`config.mk`:
```
export PLATFORM = sky130hd
export DESIGN_NAME = regop_exec
export DESIGN_NICKNAME = d
export VERILOG_FILES = /design/src/rtl/regop_pkg.sv /design/src/rtl/regop_ctrl.sv /design/src/rtl/regop_dpath.sv /design/src/rtl/regop_exec.sv
export SDC_FILE = /design/constraint.sdc
export NUM_CORES = 1
export LEC_CHECK = 0
export ABC_CLOCK_PERIOD_IN_PS = 13850
export BUFFER_PORTS_ARGS = -buffer_cell sky130_fd_sc_hd__buf_4
export CAP_MARGIN = 10
export CELL_PAD_IN_SITES_DETAIL_PLACEMENT = 2
export CELL_PAD_IN_SITES_GLOBAL_PLACEMENT = 2
export CORE_ASPECT_RATIO = 0.9
export CORE_UTILIZATION = 36
export DETAILED_ROUTE_END_ITERATION = 12
export PLACE_DENSITY_LB_ADDON = 0.1
export SYNTH_ARGS = -nofsm -noshare
export SYNTH_HDL_FRONTEND = slang
export SYNTH_SLANG_ARGS = --single-unit
```
`constraint.sdc`:
```
create_clock -name clk -period 13.85 [get_ports clk]
set_input_delay 1.385 -clock clk [delete_from_list [all_inputs] [get_ports clk]]
set_output_delay 1.385 -clock clk [all_outputs]
set_load 0.05 [all_outputs]
```
`src/rtl/regop_pkg.sv`:
```
package regop_pkg;
  localparam int OP_W = 5;

  typedef enum logic [OP_W-1:0] {
    OP_NOP  = 5'd0,  OP_MOV  = 5'd1,  OP_MOVS = 5'd2,  OP_ADD  = 5'd3,
    OP_SUB  = 5'd4,  OP_INC  = 5'd5,  OP_DEC  = 5'd6,  OP_AND  = 5'd7,
    OP_OR   = 5'd8,  OP_NOT  = 5'd9,  OP_XOR  = 5'd10, OP_NAND = 5'd11,
    OP_NOR  = 5'd12, OP_XNOR = 5'd13, OP_SHL  = 5'd14, OP_SHR  = 5'd15,
    OP_LLI  = 5'd16, OP_LUI  = 5'd17, OP_CMP  = 5'd18
  } opcode_e;

  typedef enum logic [3:0] {
    SEL_PASS, SEL_SEXT, SEL_ADD, SEL_SUB, SEL_AND, SEL_OR, SEL_NOT,
    SEL_XOR, SEL_NAND, SEL_NOR, SEL_XNOR, SEL_SHL, SEL_SHR, SEL_LLI, SEL_LUI
  } ressel_e;

  typedef struct packed {
    logic    wrReg;
    logic    toSrc;
    logic    cmpUpd;
    logic    useOne;
    ressel_e sel;
  } strobe_t;
endpackage

```
`src/rtl/regop_ctrl.sv`:
```
module regop_ctrl
  import regop_pkg::*;
(
  input  logic            opValid,
  input  logic [OP_W-1:0] opCode,
  output strobe_t         stb
);
  always_comb begin
    stb = '{wrReg: 1'b0, toSrc: 1'b0, cmpUpd: 1'b0, useOne: 1'b0, sel: SEL_PASS};
    if (opValid) begin
      unique case (opCode)
        OP_MOV:  begin stb.wrReg = 1'b1; stb.sel = SEL_PASS; end
        OP_MOVS: begin stb.wrReg = 1'b1; stb.sel = SEL_SEXT; end
        OP_ADD:  begin stb.wrReg = 1'b1; stb.sel = SEL_ADD;  end
        OP_SUB:  begin stb.wrReg = 1'b1; stb.sel = SEL_SUB;  end
        OP_INC:  begin stb.wrReg = 1'b1; stb.toSrc = 1'b1; stb.useOne = 1'b1; stb.sel = SEL_ADD; end
        OP_DEC:  begin stb.wrReg = 1'b1; stb.toSrc = 1'b1; stb.useOne = 1'b1; stb.sel = SEL_SUB; end
        OP_AND:  begin stb.wrReg = 1'b1; stb.sel = SEL_AND;  end
        OP_OR:   begin stb.wrReg = 1'b1; stb.sel = SEL_OR;   end
        OP_NOT:  begin stb.wrReg = 1'b1; stb.sel = SEL_NOT;  end
        OP_XOR:  begin stb.wrReg = 1'b1; stb.sel = SEL_XOR;  end
        OP_NAND: begin stb.wrReg = 1'b1; stb.sel = SEL_NAND; end
        OP_NOR:  begin stb.wrReg = 1'b1; stb.sel = SEL_NOR;  end
        OP_XNOR: begin stb.wrReg = 1'b1; stb.sel = SEL_XNOR; end
        OP_SHL:  begin stb.wrReg = 1'b1; stb.toSrc = 1'b1; stb.sel = SEL_SHL; end
        OP_SHR:  begin stb.wrReg = 1'b1; stb.toSrc = 1'b1; stb.sel = SEL_SHR; end
        OP_LLI:  begin stb.wrReg = 1'b1; stb.sel = SEL_LLI;  end
        OP_LUI:  begin stb.wrReg = 1'b1; stb.sel = SEL_LUI;  end
        OP_CMP:  stb.cmpUpd = 1'b1;
        default: ;
      endcase
    end
  end
endmodule

```
`src/rtl/regop_dpath.sv`:
```
module regop_dpath
  import regop_pkg::*;
#(
  parameter int DataW = 32,
  parameter int ImmW  = 16,
  parameter int ShW   = $clog2(DataW)
)(
  input  logic             clk,
  input  logic             rst_n,
  input  strobe_t          stb,
  input  logic [DataW-1:0] srcA,
  input  logic [DataW-1:0] srcB,
  input  logic [ShW-1:0]   shLit,
  input  logic [ImmW-1:0]  imm,
  output logic [DataW-1:0] result,
  output logic             flagEq,
  output logic             flagGt,
  output logic             flagLt
);
  localparam int ByteW = 8;
  localparam int LowW  = DataW - ImmW;

  logic [DataW-1:0] opB;
  logic [ShW-1:0]   shAmt;

  assign opB   = stb.useOne ? DataW'(1) : srcB;
  assign shAmt = (srcB != '0) ? srcB[ShW-1:0] : shLit;

  always_comb begin
    unique case (stb.sel)
      SEL_PASS: result = srcA;
      SEL_SEXT: result = {{(DataW-ByteW){srcA[ByteW-1]}}, srcA[ByteW-1:0]};
      SEL_ADD:  result = srcA + opB;
      SEL_SUB:  result = srcA - opB;
      SEL_AND:  result = srcA & srcB;
      SEL_OR:   result = srcA | srcB;
      SEL_NOT:  result = ~srcA;
      SEL_XOR:  result = srcA ^ srcB;
      SEL_NAND: result = ~(srcA & srcB);
      SEL_NOR:  result = ~(srcA | srcB);
      SEL_XNOR: result = ~(srcA ^ srcB);
      SEL_SHL:  result = srcA << shAmt;
      SEL_SHR:  result = srcA >> shAmt;
      SEL_LLI:  result = {{LowW{1'b0}}, imm};
      SEL_LUI:  result = {imm, srcA[LowW-1:0]};
      default:  result = '0;
    endcase
  end

  always_ff @(posedge clk or negedge rst_n) begin
    if (!rst_n) begin
      flagEq <= 1'b0;
      flagGt <= 1'b0;
      flagLt <= 1'b0;
    end else if (stb.cmpUpd) begin
      flagEq <= (srcA == srcB);
      flagGt <= (srcA > srcB);
      flagLt <= (srcA < srcB);
    end
  end

  a_r9_one_flag: assert property (@(posedge clk) disable iff (!rst_n)
    stb.cmpUpd |=> $countones({flagEq, flagGt, flagLt}) == 1);
  a_r10_flags_hold: assert property (@(posedge clk) disable iff (!rst_n)
    !stb.cmpUpd |=> $stable({flagEq, flagGt, flagLt}));
  a_r7_lli_upper_clear: assert property (@(posedge clk) disable iff (!rst_n)
    (stb.sel == SEL_LLI) |-> (result[DataW-1:ImmW] == '0));
  a_r8_lui_low_kept: assert property (@(posedge clk) disable iff (!rst_n)
    (stb.sel == SEL_LUI) |-> (result[LowW-1:0] == srcA[LowW-1:0]));
endmodule

```
`src/rtl/regop_exec.sv`:
```
module regop_exec
  import regop_pkg::*;
#(
  parameter int DataW = 32,
  parameter int ImmW  = 16,
  parameter int ShW   = $clog2(DataW)
)(
  input  logic             clk,
  input  logic             rst_n,
  input  logic             opValid,
  input  logic [OP_W-1:0]  opCode,
  input  logic [DataW-1:0] srcA,
  input  logic [DataW-1:0] srcB,
  input  logic [ShW-1:0]   shLit,
  input  logic [ImmW-1:0]  imm,
  output logic [DataW-1:0] result,
  output logic             wrEn,
  output logic             wrToSrc,
  output logic             flagEq,
  output logic             flagGt,
  output logic             flagLt
);
  strobe_t stb;

  regop_ctrl u_ctrl (
    .opValid (opValid),
    .opCode  (opCode),
    .stb     (stb)
  );

  regop_dpath #(.DataW(DataW), .ImmW(ImmW), .ShW(ShW)) u_dpath (
    .clk    (clk),
    .rst_n  (rst_n),
    .stb    (stb),
    .srcA   (srcA),
    .srcB   (srcB),
    .shLit  (shLit),
    .imm    (imm),
    .result (result),
    .flagEq (flagEq),
    .flagGt (flagGt),
    .flagLt (flagLt)
  );

  assign wrEn    = stb.wrReg;
  assign wrToSrc = stb.toSrc;

  a_r1_idle_no_write: assert property (@(posedge clk) disable iff (!rst_n)
    !opValid |-> !wrEn);
  a_r9_cmp_no_write: assert property (@(posedge clk) disable iff (!rst_n)
    (opValid && opCode == OP_CMP) |-> !wrEn);
  a_r11_undefined_no_write: assert property (@(posedge clk) disable iff (!rst_n)
    (opValid && (opCode == OP_NOP || opCode > OP_CMP)) |=> ($stable({flagEq, flagGt, flagLt}) && $past(!wrEn)));
endmodule

```
==> metrics.yaml <==
gp_congestion: 1.024
postRouteAntennaNets: 0
power_density_mw_per_mm2: 48.36
setup_ws_ns: 5.090
die_w_um: 182.6
firstDrtPassIters: 6
synth_edf_count: 0
antenna_found_initial: 1
grt_pass1_wl_um: 100500
final.min_clock_period_ns: 8.760
drc_errors: 0
dp.cells: 2066
cts_tree: "done"
globalRouteMet2Util_pct: 71.06
drive_above_1_share_pct: 12.01
area_growth_pct: 12.84
final_nets: 1897
ios: 130
worstPathRequired_ns: 12.47
numCtsBuffers: 3
crit_path_end_kind: "output port"
async_flop_share_pct: 100.0
synth.avg_cell_area_sq_um: 6.513
cts.sinks: 3
routed_wl_um: 69080
track_usage_pct: 45.15
grt_overflow: 0
status: "finished clean"
grt.busiest_layer: "met2"
grt_pass1_vias: 14770
start_util_pct: 36.60
ys_types: 80
cts-htree-levels: 1
finalHoldViolations: 0
cp_max_fo: 34
setup_tns_ns: 0
placed_cell_area_sq_mm: 0.01184
synth_area_sq_mm: 0.01056
ir_drop_mv: 0.03451
post_drt_wl_per_cell_um: 33.35
clkSlewWorstSetupHoldPaths_ns: 0.03
cts_hold_buf: 0
gr-usage-met3_pct: 9.350
drv_cap: 0
ys_top_cells_by_count: "nand2_1, nor2_1, a21oi_1, ha_1, mux2i_1"
synth_top_cell_by_area: "ha_1"
port_buffers: 129
finalClockSkew_ns: 0
dp_hpwl_um: 53720
netlist_instances: 1622
synth-seq-area-share_pct: 0.7106
rsz0062_at_grt: "false"
hp-class: "reg2reg"
cts_resized: 0
chipHeight_um: 164.5
worstMarginPinSlew_ns: 1.203
yosysMostFrequentCell: "nand2_1"
synth_nets: 1844
max-slew-margin-rel_pct: 17.71
stdcell_area_sq_mm: 0.01192
route.vias.total: 14680
fin_cells: 2071
finalMaxSlewViolations: 0
postCtsSetupRepairBufs: 0
p_leak_nw: 5.300
root_buffer: "clkbuf_16"
num_rows: 59
preCtsSetupSlack_ns: 5.336
core_area_sq_mm: 0.02886
grt_max_degree: 57
synth_top_area_share_pct: 15.16
r2r-start: "u_dpath.flagGt$_DFFE_PN0P_"
met1_usage_pct: 58.70
synth_ff_type: "dfrtp_1"
ys_ff_latch: 3
clockBufferDepth: 2
yosysWarnings: 0
hold_start: "u_dpath.flagEq$_DFFE_PN0P_"
design.die.area_sq_mm: 0.03003
via_per_inst: 7.086
drtIter0Drc: 1668
arrival_ns: 7.37
clk_latency_ns: 0.23
max_freq_mhz: 114.2
crit_type: "in2out"
synth_area_leaders: "ha_1, mux2i_1, a21oi_1, nand2_1, nor2_1"
finalCritPeriodShare_pct: 63.25
setup_viol_count_final: 0
startpoint: "opCode[4]"
regToRegSetupSlack_ns: 13.06
start_kind: "input pin"
-- cell type report --
class | instances | area [sq um]
Tap cell | 396 | 495.5
Sequential cell | 3 | 75.07
Clock buffer | 4 | 78.83
Inverter | 85 | 319.1
Fill cell | 3592 | 16940
Multi-Input combinational cell | 1418 | 9718
Timing Repair Buffer | 164 | 1231
Antenna cell | 1 | 2.502
-- logic make-up after synthesis --
kind of cell | synth area share (%)
buffers and inverters | 7.817
AOI/OAI and AO/OA | 36.52
and+or+nand+nor | 25.71
DFF | 0.7106
muxes | 11.07
xor gates and xnor gates | 2.819
adders and majority gates | 15.35
-- where the power goes --
part	switching (mW)	leakage [nW]	internal, mW	total (mW)
clock	0.00983	0.0382	0.0382	0.0480
sequential	0.000804	0.0372	0.0102	0.0110
combinational	0.356	5.23	0.162	0.517
-- sequential cells by signal, summed over array words and instances, names as in the netlist --
| register | flops |
|---|---|
| u_dpath.flagGt | 1 |
| u_dpath.flagLt | 1 |
| u_dpath.flagEq | 1 |
-- worst max-delay path, stage by stage --
cell      delay (ns)
buf_4           0.15
nor4bb_1        0.81
nand2_1         0.17
buf_4           0.31
nand2_1         0.15
ha_1            0.27
inv_1           0.08
o31ai_1         0.26
buf_4           0.20
a21boi_1        0.39
nand2_1         0.19
xnor2_1         0.19
ha_1            0.46
nand3_1         0.23
nor2_1          0.43
nand3_1         0.15
a21oi_1         0.50
nor3b_1         0.14
o32ai_1         0.31
mux2i_1         0.27
nand4b_1        0.13
buf_4           0.21
-- worst paths after layout --
check                                        endpoint  cells past startpoint
hold / removal             u_dpath.flagEq$_DFFE_PN0P_                      1
hold reg to reg            u_dpath.flagEq$_DFFE_PN0P_                      1
min in group asynchronous  u_dpath.flagLt$_DFFE_PN0P_                      1
setup reg to reg           u_dpath.flagGt$_DFFE_PN0P_                      3
max in group asynchronous  u_dpath.flagGt$_DFFE_PN0P_                      1
setup / recovery                           result[30]                     22
-- layout by cell type (no fill, tap or decap), types with 12 or more instances in the layout --
master / Yosys / routed
nand3_1: 56 / 56
nand2b_1: 13 / 13
o211ai_1: 24 / 24
a211o_1: 20 / 20
or3_1: 12 / 12
nand2_1: 178 / 178
inv_1: 85 / 85
a31oi_1: 18 / 18
nor4_1: 17 / 17
a22oi_1: 30 / 30
buf_4: 11 / 164
o22ai_1: 21 / 21
mux2i_1: 95 / 95
and2_1: 12 / 12
a211oi_1: 32 / 32
o221ai_1: 12 / 12
a221oi_1: 19 / 19
o21ai_0: 77 / 77
nor2_1: 174 / 174
o2111ai_1: 23 / 23
a21o_1: 21 / 21
ha_1: 128 / 128
nand4_1: 24 / 24
xnor2_1: 23 / 23
a32oi_1: 16 / 16
a21oi_1: 161 / 161
nor3_1: 42 / 42
-- routing by layer --
| metal | up-vias | routed length, um |
|---|---|---|
| met5 | - | 13 |
| met2 | 935 | 29800 |
| li1 | 6212 | - |
| met1 | 7335 | 28400 |
| met3 | 191 | 7133 |
| met4 | 2 | 3733 |
-- stage by stage --
stage               hold WS, ns  total power, mW  utilization, %
detailed placement       0.4755           0.5077           41.02
floorplan                0.8042           0.3107               -
finish                   0.4971           0.5765           41.30
global route             0.5229           0.5970           41.29
CTS                      0.5008           0.5578           41.29
global placement         0.4704           0.4957           41.02
Note: power is estimated with default switching activity, not from simulation.
